$ cat config.mk
export PLATFORM = sky130hd
export DESIGN_NAME = skew_clk_bank
export DESIGN_NICKNAME = d
export VERILOG_FILES = /design/src/rtl/clkbank_pkg.sv /design/src/rtl/clkbank_ref_front.sv /design/src/rtl/clkbank_div_gen.sv /design/src/rtl/clkbank_pair_out.sv /design/src/rtl/skew_clk_bank.sv
export SDC_FILE = /design/constraint.sdc
export NUM_CORES = 1
export LEC_CHECK = 0
export BUFFER_PORTS_ARGS = -buffer_cell sky130_fd_sc_hd__buf_2
export CORE_MARGIN = 3
export CORE_UTILIZATION = 30
export DETAILED_ROUTE_END_ITERATION = 8
export GPL_ROUTABILITY_DRIVEN = 0
export GPL_TIMING_DRIVEN = 0
export PLACE_DENSITY = 0.49
export SLEW_MARGIN = 40
export SYNTH_ARGS = -nofsm -noshare
export SYNTH_HDL_FRONTEND = slang
export SYNTH_HIERARCHICAL = 1
export SYNTH_SLANG_ARGS = --single-unit
$ cat constraint.sdc
create_clock -name clk_i -period 3.1 [get_ports clk_i]
set_input_delay 0.31 -clock clk_i [delete_from_list [all_inputs] [get_ports clk_i]]
set_output_delay 0.31 -clock clk_i [all_outputs]
set_load 0.01 [all_outputs]
$ cat src/rtl/clkbank_pkg.sv
package clkbank_pkg;
  typedef enum logic [1:0] {MODE_SKEW, MODE_DIV2, MODE_DIV4, MODE_INV} pair_mode_e;

  function automatic logic [1:0] lvl_num(input logic [1:0] l);
    case (l)
      2'b00:   return 2'd0;
      2'b10:   return 2'd2;
      default: return 2'd1;  // 01 and undriven 11 read as mid
    endcase
  endfunction

  function automatic logic [3:0] code_index(input logic [3:0] c);
    return 4'(3 * int'(lvl_num(c[3:2]))) + 4'(lvl_num(c[1:0]));
  endfunction
endpackage

$ cat src/rtl/clkbank_ref_front.sv
module clkbank_ref_front #(
  parameter int SYNC_STAGES = 2,
  parameter int NUM_TAPS    = 13
) (
  input  logic                clk_i,
  input  logic                rst_ni,
  input  logic                ref_i,
  input  logic                edge_sel_i,
  output logic [NUM_TAPS-1:0] taps_o
);
  logic [SYNC_STAGES-1:0] sync_q;
  logic [NUM_TAPS-1:0]    tap_q;
  logic                   aligned;

  generate
    if (SYNC_STAGES == 1) begin : g_sync1
      always_ff @(posedge clk_i or negedge rst_ni)
        if (!rst_ni) sync_q <= '0;
        else         sync_q <= ref_i;
    end else begin : g_syncn
      always_ff @(posedge clk_i or negedge rst_ni)
        if (!rst_ni) sync_q <= '0;
        else         sync_q <= {sync_q[SYNC_STAGES-2:0], ref_i};
    end
  endgenerate

  // Falling-edge sync is a polarity flip ahead of the delay line
  assign aligned = edge_sel_i ? sync_q[SYNC_STAGES-1] : ~sync_q[SYNC_STAGES-1];

  always_ff @(posedge clk_i or negedge rst_ni)
    if (!rst_ni) tap_q <= '0;
    else         tap_q <= {tap_q[NUM_TAPS-2:0], aligned};

  assign taps_o = tap_q;
endmodule

$ cat src/rtl/clkbank_div_gen.sv
module clkbank_div_gen (
  input  logic clk_i,
  input  logic rst_ni,
  input  logic edge_sel_i,
  input  logic rise_i,
  output logic div2_o,
  output logic div4_o
);
  logic [1:0] cnt_q;
  logic       es_q;

  always_ff @(posedge clk_i or negedge rst_ni)
    if (!rst_ni) begin
      cnt_q <= '0;
      es_q  <= 1'b1;
    end else begin
      es_q <= edge_sel_i;
      if (edge_sel_i != es_q) cnt_q <= '0;
      else if (rise_i)        cnt_q <= cnt_q + 2'd1;
    end

  // div4 high for counts 1,2 so both dividers rise on the same edge
  assign div2_o = cnt_q[0];
  assign div4_o = cnt_q[0] ^ cnt_q[1];

  assert_div4_on_div2_R5: assert property (@(posedge clk_i) disable iff (!rst_ni)
    $rose(div4_o) |-> $rose(div2_o));

  assert_div_clear_on_edge_change_R12: assert property (@(posedge clk_i) disable iff (!rst_ni)
    (edge_sel_i != $past(edge_sel_i)) |=> (!div2_o && !div4_o));
endmodule

$ cat src/rtl/clkbank_pair_out.sv
module clkbank_pair_out import clkbank_pkg::*; #(
  parameter int         CENTER    = 6,
  parameter int         NUM_TAPS  = 13,
  parameter int         STEP      = 1,
  parameter bit         END_CODES = 1'b0,
  parameter pair_mode_e HI_MODE   = MODE_DIV4,
  parameter bit         KEEP_RUN  = 1'b0
) (
  input  logic                clk_i,
  input  logic                rst_ni,
  input  logic [NUM_TAPS-1:0] taps_i,
  input  logic                div2_i,
  input  logic                div4_i,
  input  logic [3:0]          code_i,
  input  logic                stop_i,
  input  logic                test_i,
  input  logic                edge_sel_i,
  output logic                q_o
);
  localparam int IW = $clog2(NUM_TAPS);

  logic [3:0]  idx_c;
  pair_mode_e  mode_c;
  logic [IW-1:0] tap_sel;
  logic        raw_c, off_lvl, req_c, en_eff, q_d;
  logic        en_q, q_q;

  always_comb begin
    int t;
    idx_c = code_index(code_i);
    t     = CENTER + STEP * (int'(idx_c) - 4);
    tap_sel = IW'(t);
    if (END_CODES && idx_c == 4'd0)      mode_c = MODE_DIV2;
    else if (END_CODES && idx_c == 4'd8) mode_c = HI_MODE;
    else                                 mode_c = MODE_SKEW;
  end

  always_comb begin
    case (mode_c)
      MODE_DIV2: raw_c = div2_i;
      MODE_DIV4: raw_c = div4_i;
      MODE_INV:  raw_c = ~taps_i[CENTER];
      default:   raw_c = taps_i[tap_sel];
    endcase
  end

  assign off_lvl = (mode_c == MODE_INV) ? edge_sel_i : 1'b0;
  assign req_c   = test_i ? (stop_i && idx_c == 4'd0) : (stop_i && !KEEP_RUN);
  // Enable only moves while the ungated wave rests at the off level
  assign en_eff  = (raw_c == off_lvl) ? !req_c : en_q;
  assign q_d     = en_eff ? raw_c : off_lvl;

  always_ff @(posedge clk_i or negedge rst_ni)
    if (!rst_ni) begin
      en_q <= 1'b0;
      q_q  <= 1'b0;
    end else begin
      en_q <= en_eff;
      q_q  <= q_d;
    end

  assign q_o = q_q;

  assert_no_runt_rise_R11: assert property (@(posedge clk_i) disable iff (!rst_ni)
    ($rose(q_q) && $past(mode_c) != MODE_INV) |-> $past(raw_c));

  assert_no_runt_fall_R11: assert property (@(posedge clk_i) disable iff (!rst_ni)
    ($fell(q_q) && $past(mode_c) != MODE_INV && $past(en_q)) |-> !$past(raw_c));

  assert_stopped_at_rest_R8: assert property (@(posedge clk_i) disable iff (!rst_ni)
    (req_c && raw_c == off_lvl) |=> (q_q == $past(off_lvl)));
endmodule

$ cat src/rtl/skew_clk_bank.sv
module skew_clk_bank import clkbank_pkg::*; #(
  parameter int SYNC_STAGES = 2,
  parameter int CENTER_TAP  = 6,
  parameter int FINE_STEP   = 1,
  parameter int COARSE_STEP = 2
) (
  input  logic        clk_i,
  input  logic        rst_ni,
  input  logic        ref_i,
  input  logic        edge_sel_i,
  input  logic        stop_i,
  input  logic        test_i,
  input  logic [15:0] ctrl_i,
  output logic [7:0]  q_o
);
  localparam int NUM_PAIRS = 4;
  localparam int NUM_TAPS  = 2 * CENTER_TAP + 1;
  localparam int FB_PAIR   = 2;
  localparam int INV_PAIR  = 3;

  logic [NUM_TAPS-1:0]  taps;
  logic                 div2, div4;
  logic [NUM_PAIRS-1:0] pair_q;

  clkbank_ref_front #(.SYNC_STAGES(SYNC_STAGES), .NUM_TAPS(NUM_TAPS)) u_front (
    .clk_i, .rst_ni, .ref_i, .edge_sel_i, .taps_o(taps)
  );

  clkbank_div_gen u_div (
    .clk_i, .rst_ni, .edge_sel_i,
    .rise_i(taps[CENTER_TAP-1] & ~taps[CENTER_TAP]),
    .div2_o(div2), .div4_o(div4)
  );

  for (genvar p = 0; p < NUM_PAIRS; p++) begin : g_pair
    localparam bit COARSE = (p >= FB_PAIR);
    clkbank_pair_out #(
      .CENTER(CENTER_TAP), .NUM_TAPS(NUM_TAPS),
      .STEP(COARSE ? COARSE_STEP : FINE_STEP),
      .END_CODES(COARSE),
      .HI_MODE(p == INV_PAIR ? MODE_INV : MODE_DIV4),
      .KEEP_RUN(p == FB_PAIR)
    ) u_pair (
      .clk_i, .rst_ni, .taps_i(taps), .div2_i(div2), .div4_i(div4),
      .code_i(ctrl_i[4*p +: 4]), .stop_i, .test_i, .edge_sel_i,
      .q_o(pair_q[p])
    );
    assign q_o[2*p +: 2] = {2{pair_q[p]}};
  end
endmodule

==> flow_summary.yaml <==
critical_path:
  crit_fanout: 5
  startpoint: "ctrl_i[15]"
  timing.critical_path.required_ps: 3260
  reg2reg_setup_slack_ps: 1170
  cp-end-kind: "register"
  path_cells: "buf_2 -> or2_2 -> ha_1 -> ha_1 -> inv_1 -> fa_1 -> ha_1 -> nor2b_1 -> o2111ai_1 -> a221oi_2 -> xor2_1 -> mux2_1"
  cp_slowest_stage_delay_ps: 480
  r2r-end: "g_pair[3].u_pair/en_q$_DFF_PN0_"
  cpMaxStageDelayCell: "sky130_fd_sc_hd__fa_1"
  critPathKind: "input pin to register"
  cp-endpoint: "g_pair[3].u_pair/en_q$_DFF_PN0_"
  r2r.worst_path.cells: 6
  timing.critical_path.buf_inv: 2
  path_depth: 12
  worst_r2r_startpoint: "u_div/cnt_q[0]$_DFFE_PN0P_"
  critical_path.top_delay_family: "adder cells"
  critPathArrivalTime_ps: 3020
  cp-start-kind: "input pin"
  most_common_cell_type_on_the_critical_path: "sky130_fd_sc_hd__ha_1"
global_routing:
  pin_count_of_the_biggest_net_entering_global_routing: 27
  initial_antenna_violation_count: 0
  via_count_of_the_first_global_routing_pass: 1271
  grt_first_pass_wirelength_um: 5890
  grt.overflow.total: 0
  grtUsageTotal: 0.100
synth:
  mapped_cell_area_mm2: 0.00192
  yosys.cell_types.count: 49
  post_synthesis_area_per_instance_um2: 11.3
  ys_ff_latch: 26
  postSynth.asyncResetShare: 1.00
  yosys_most_used_dff: "sky130_fd_sc_hd__dfrtp_1"
  synthDominantCellAreaShare: 0.326
  ranking_of_synthesized_cells_by_area: "sky130_fd_sc_hd__dfrtp_1 (33%), sky130_fd_sc_hd__ha_1 (11%), sky130_fd_sc_hd__mux2i_1 (5.2%)"
  synthesis.nets: 212
  synthesis.instances: 169
  synth.largest_area_cell: "sky130_fd_sc_hd__dfrtp_1"
  ys.warnings.count: 6
  ys_seq_area_frac: 0.340
  synth-edff-count: 0
power_and_ir_drop:
  switching_power_w: 0.000359
  switching_share: 0.321
  pwr-share-seq: 0.397
  power_report.internal_total_w: 0.000758
  p_clk_frac: 0.200
  static-leakage-power_nw: 1.03
  portion_of_total_power_attributed_to_combinational_logic: 0.403
  power.ir.vdd_worst_mv: 0.238
  power.density_cell_area_mw_per_mm2: 505
final_layout:
  top_library_cells_by_usage_in_the_layout_fill_and_taps_aside: "sky130_fd_sc_hd__buf_2 (29), sky130_fd_sc_hd__dfrtp_1 (25), sky130_fd_sc_hd__inv_1 (17), sky130_fd_sc_hd__ha_1 (17), sky130_fd_sc_hd__mux2i_1 (10)"
  post_route_cells_drive_above_1_share: 0.332
  stdcell_area_mm2: 0.00221
  antennaDiodeCount: 0
  area_delta_synth_final_pct: 15.3
  layout_commonest_cell: "sky130_fd_sc_hd__buf_2"
  num-nets-final: 246
timing:
  finalHoldViolations: 0
  report.final.slew_viol_count: 0
  final.setup_skew_ps: 7.76
  fin_crit_sh: 0.924
  worst_hold_slack_ps: 14.0
  tightest_slew_ps: 572
  clock.fmax_ghz: 0.349
  unrepaired_setup_endpoints_after_global_routing: "false"
  finalSetupViolCount: 0
  relSlewSlack: 0.619
  fin_crit_ps: 2860
  setup_ws_ps: 236
detailed_routing:
  drc: 0
  drt.antenna.violating_nets: 0
  first_pass_iters: 4
  vias: 1284
  wl_per_cell_um: 12.2
  wl_um: 3390
  post_drt_via_cell_ratio: 4.64
  detail_route.iter0.violations: 41
clocking:
  postCtsHoldBufs: 0
  tritoncts: "done"
  insertion_delay_ps: 270
  cts_htree_levels: 1
  cts.root.buffer_cell: "sky130_fd_sc_hd__clkbuf_8"
  cts_num_sinks: 26
  cts_setup_buffers: 0
  clk_pin_slew_ps: 90
  ctsResizeCount: 0
  cts.path.max_buffers: 2
  numCtsBuffers: 3
floorplanning:
  die-area_mm2: 0.00739
  die_height_um: 86.0
  die_w_um: 86.0
  core.rowCount: 28
  initial_utilization: 0.316
  core_area_mm2: 0.00606
  floorplan.io_pins: 30
min_path:
  timing.hold.worst.class: "input pin to asynchronous set/reset pin"
placement:
  detailed_place.area_mm2: 0.00216
  dp_hpwl_um: 2740
  port_buffers: 29
  place_ws_ps: -63.8
job:
  drv_cap: 0
status:
  result_of_the_run: "finished, final reports clean"
-- power groups by stage --
| stage | logic [W] | clock network, W | registers [W] |
|---|---|---|---|
| 3_5_place_dp | 0.000458 | 0 | 0.000451 |
| 5_1_grt | 0.000504 | 0.000249 | 0.000455 |
| 3_3_place_gp | 0.000454 | 0 | 0.000451 |
| 6_report | 0.000451 | 0.000223 | 0.000443 |
| 4_1_cts | 0.000458 | 0.000232 | 0.000444 |
| 2_1_floorplan | 0.000338 | 0 | 0.000449 |
-- worst min-delay path by stage --
stage | start | to | slack (ps) | cells past startpoint
final | rst_ni | g_pair[1].u_pair/q_o$_DFF_PN0_ | 10 | 1
after floorplan | rst_ni | g_pair[0].u_pair/en_q$_DFF_PN0_ | 10 | 0
after global routing | rst_ni | g_pair[1].u_pair/q_o$_DFF_PN0_ | 70 | 1
after global placement | u_front/sync_q[0]$_DFF_PN0_ | u_front/sync_q[1]$_DFF_PN0_ | 330 | 0
after CTS | rst_ni | g_pair[1].u_pair/q_o$_DFF_PN0_ | 60 | 1
after detailed placement | u_front/sync_q[0]$_DFF_PN0_ | u_front/sync_q[1]$_DFF_PN0_ | 340 | 0
-- area by class of cell --
cell class | instances | area [um2]
Multi-Input combinational cell | 112 | 1120
Clock buffer | 4 | 55.1
Buffer | 14 | 82.6
Sequential cell | 26 | 652
Fill cell | 609 | 3850
Tap cell | 75 | 93.8
Inverter | 17 | 63.8
Timing Repair Buffer | 29 | 145
-- metal layers --
| layer | GRT usage | routed length [um] | vias up |
|---|---|---|---|
| met5 | 0 | 0 | - |
| met4 | 0.0216 | 18 | 0 |
| met3 | 0.0259 | 143 | 3 |
| met2 | 0.163 | 1620 | 23 |
| met1 | 0.134 | 1610 | 601 |
| li1 | - | - | 657 |
-- through the flow --
step                      cells  total power [W]  utilization  TNS, ps
after detailed placement    273         0.000908        0.356    -63.8
after floorplan             169         0.000787            -        0
after global routing        277          0.00121        0.365        0
after CTS                   277          0.00113        0.365        0
final                       277          0.00112        0.365        0
after global placement      273         0.000905        0.356    -15.2
-- flip-flops by register name (all words and copies together) (netlist names) --
register,flops
g_pair.u_pair/en_q,4
u_div/es_q,1
u_front/sync_q,2
u_div/cnt_q,2
g_pair.u_pair/q_o,4
u_front/taps_o,13
-- cells in the mapped netlist, drive strengths merged, types with 2 or more instances --
cell type / number
dfrtp: 25
ha: 17
inv: 17
mux2i: 11
clkbuf: 8
nor2b: 8
nand2b: 7
buf: 6
mux2: 6
nand2: 6
a211oi: 4
fa: 4
mux4: 4
nor2: 4
or2: 4
and3: 3
nand3: 3
o21ai: 3
xor2: 3
a221oi: 2
a311oi: 2
a31o: 2
nand3b: 2
xnor2: 2
-- worst register-to-register path: cells and delay by family, from the launching register on --
kind,cells,cell delay (ps)
flip-flops,1,460
XOR/XNOR,2,410
multiplexers,1,340
AO/OA/AOI/OAI,2,450
AND/OR/NAND/NOR,1,150
-- cell families (layout without fill, tap and decap cells) --
| kind of cell | count (synthesis) | count (layout) | share of synthesized area |
|---|---|---|---|
| compound gates | 21 | 21 | 0.108 |
| xor+xnor | 5 | 5 | 0.0228 |
| fa+ha+maj | 21 | 21 | 0.153 |
| buf+inv | 31 | 64 | 0.0763 |
| flops | 26 | 26 | 0.340 |
| mux | 21 | 21 | 0.152 |
| simple gates | 44 | 44 | 0.148 |
No activity file was read; power rests on OpenSTA's default activity.
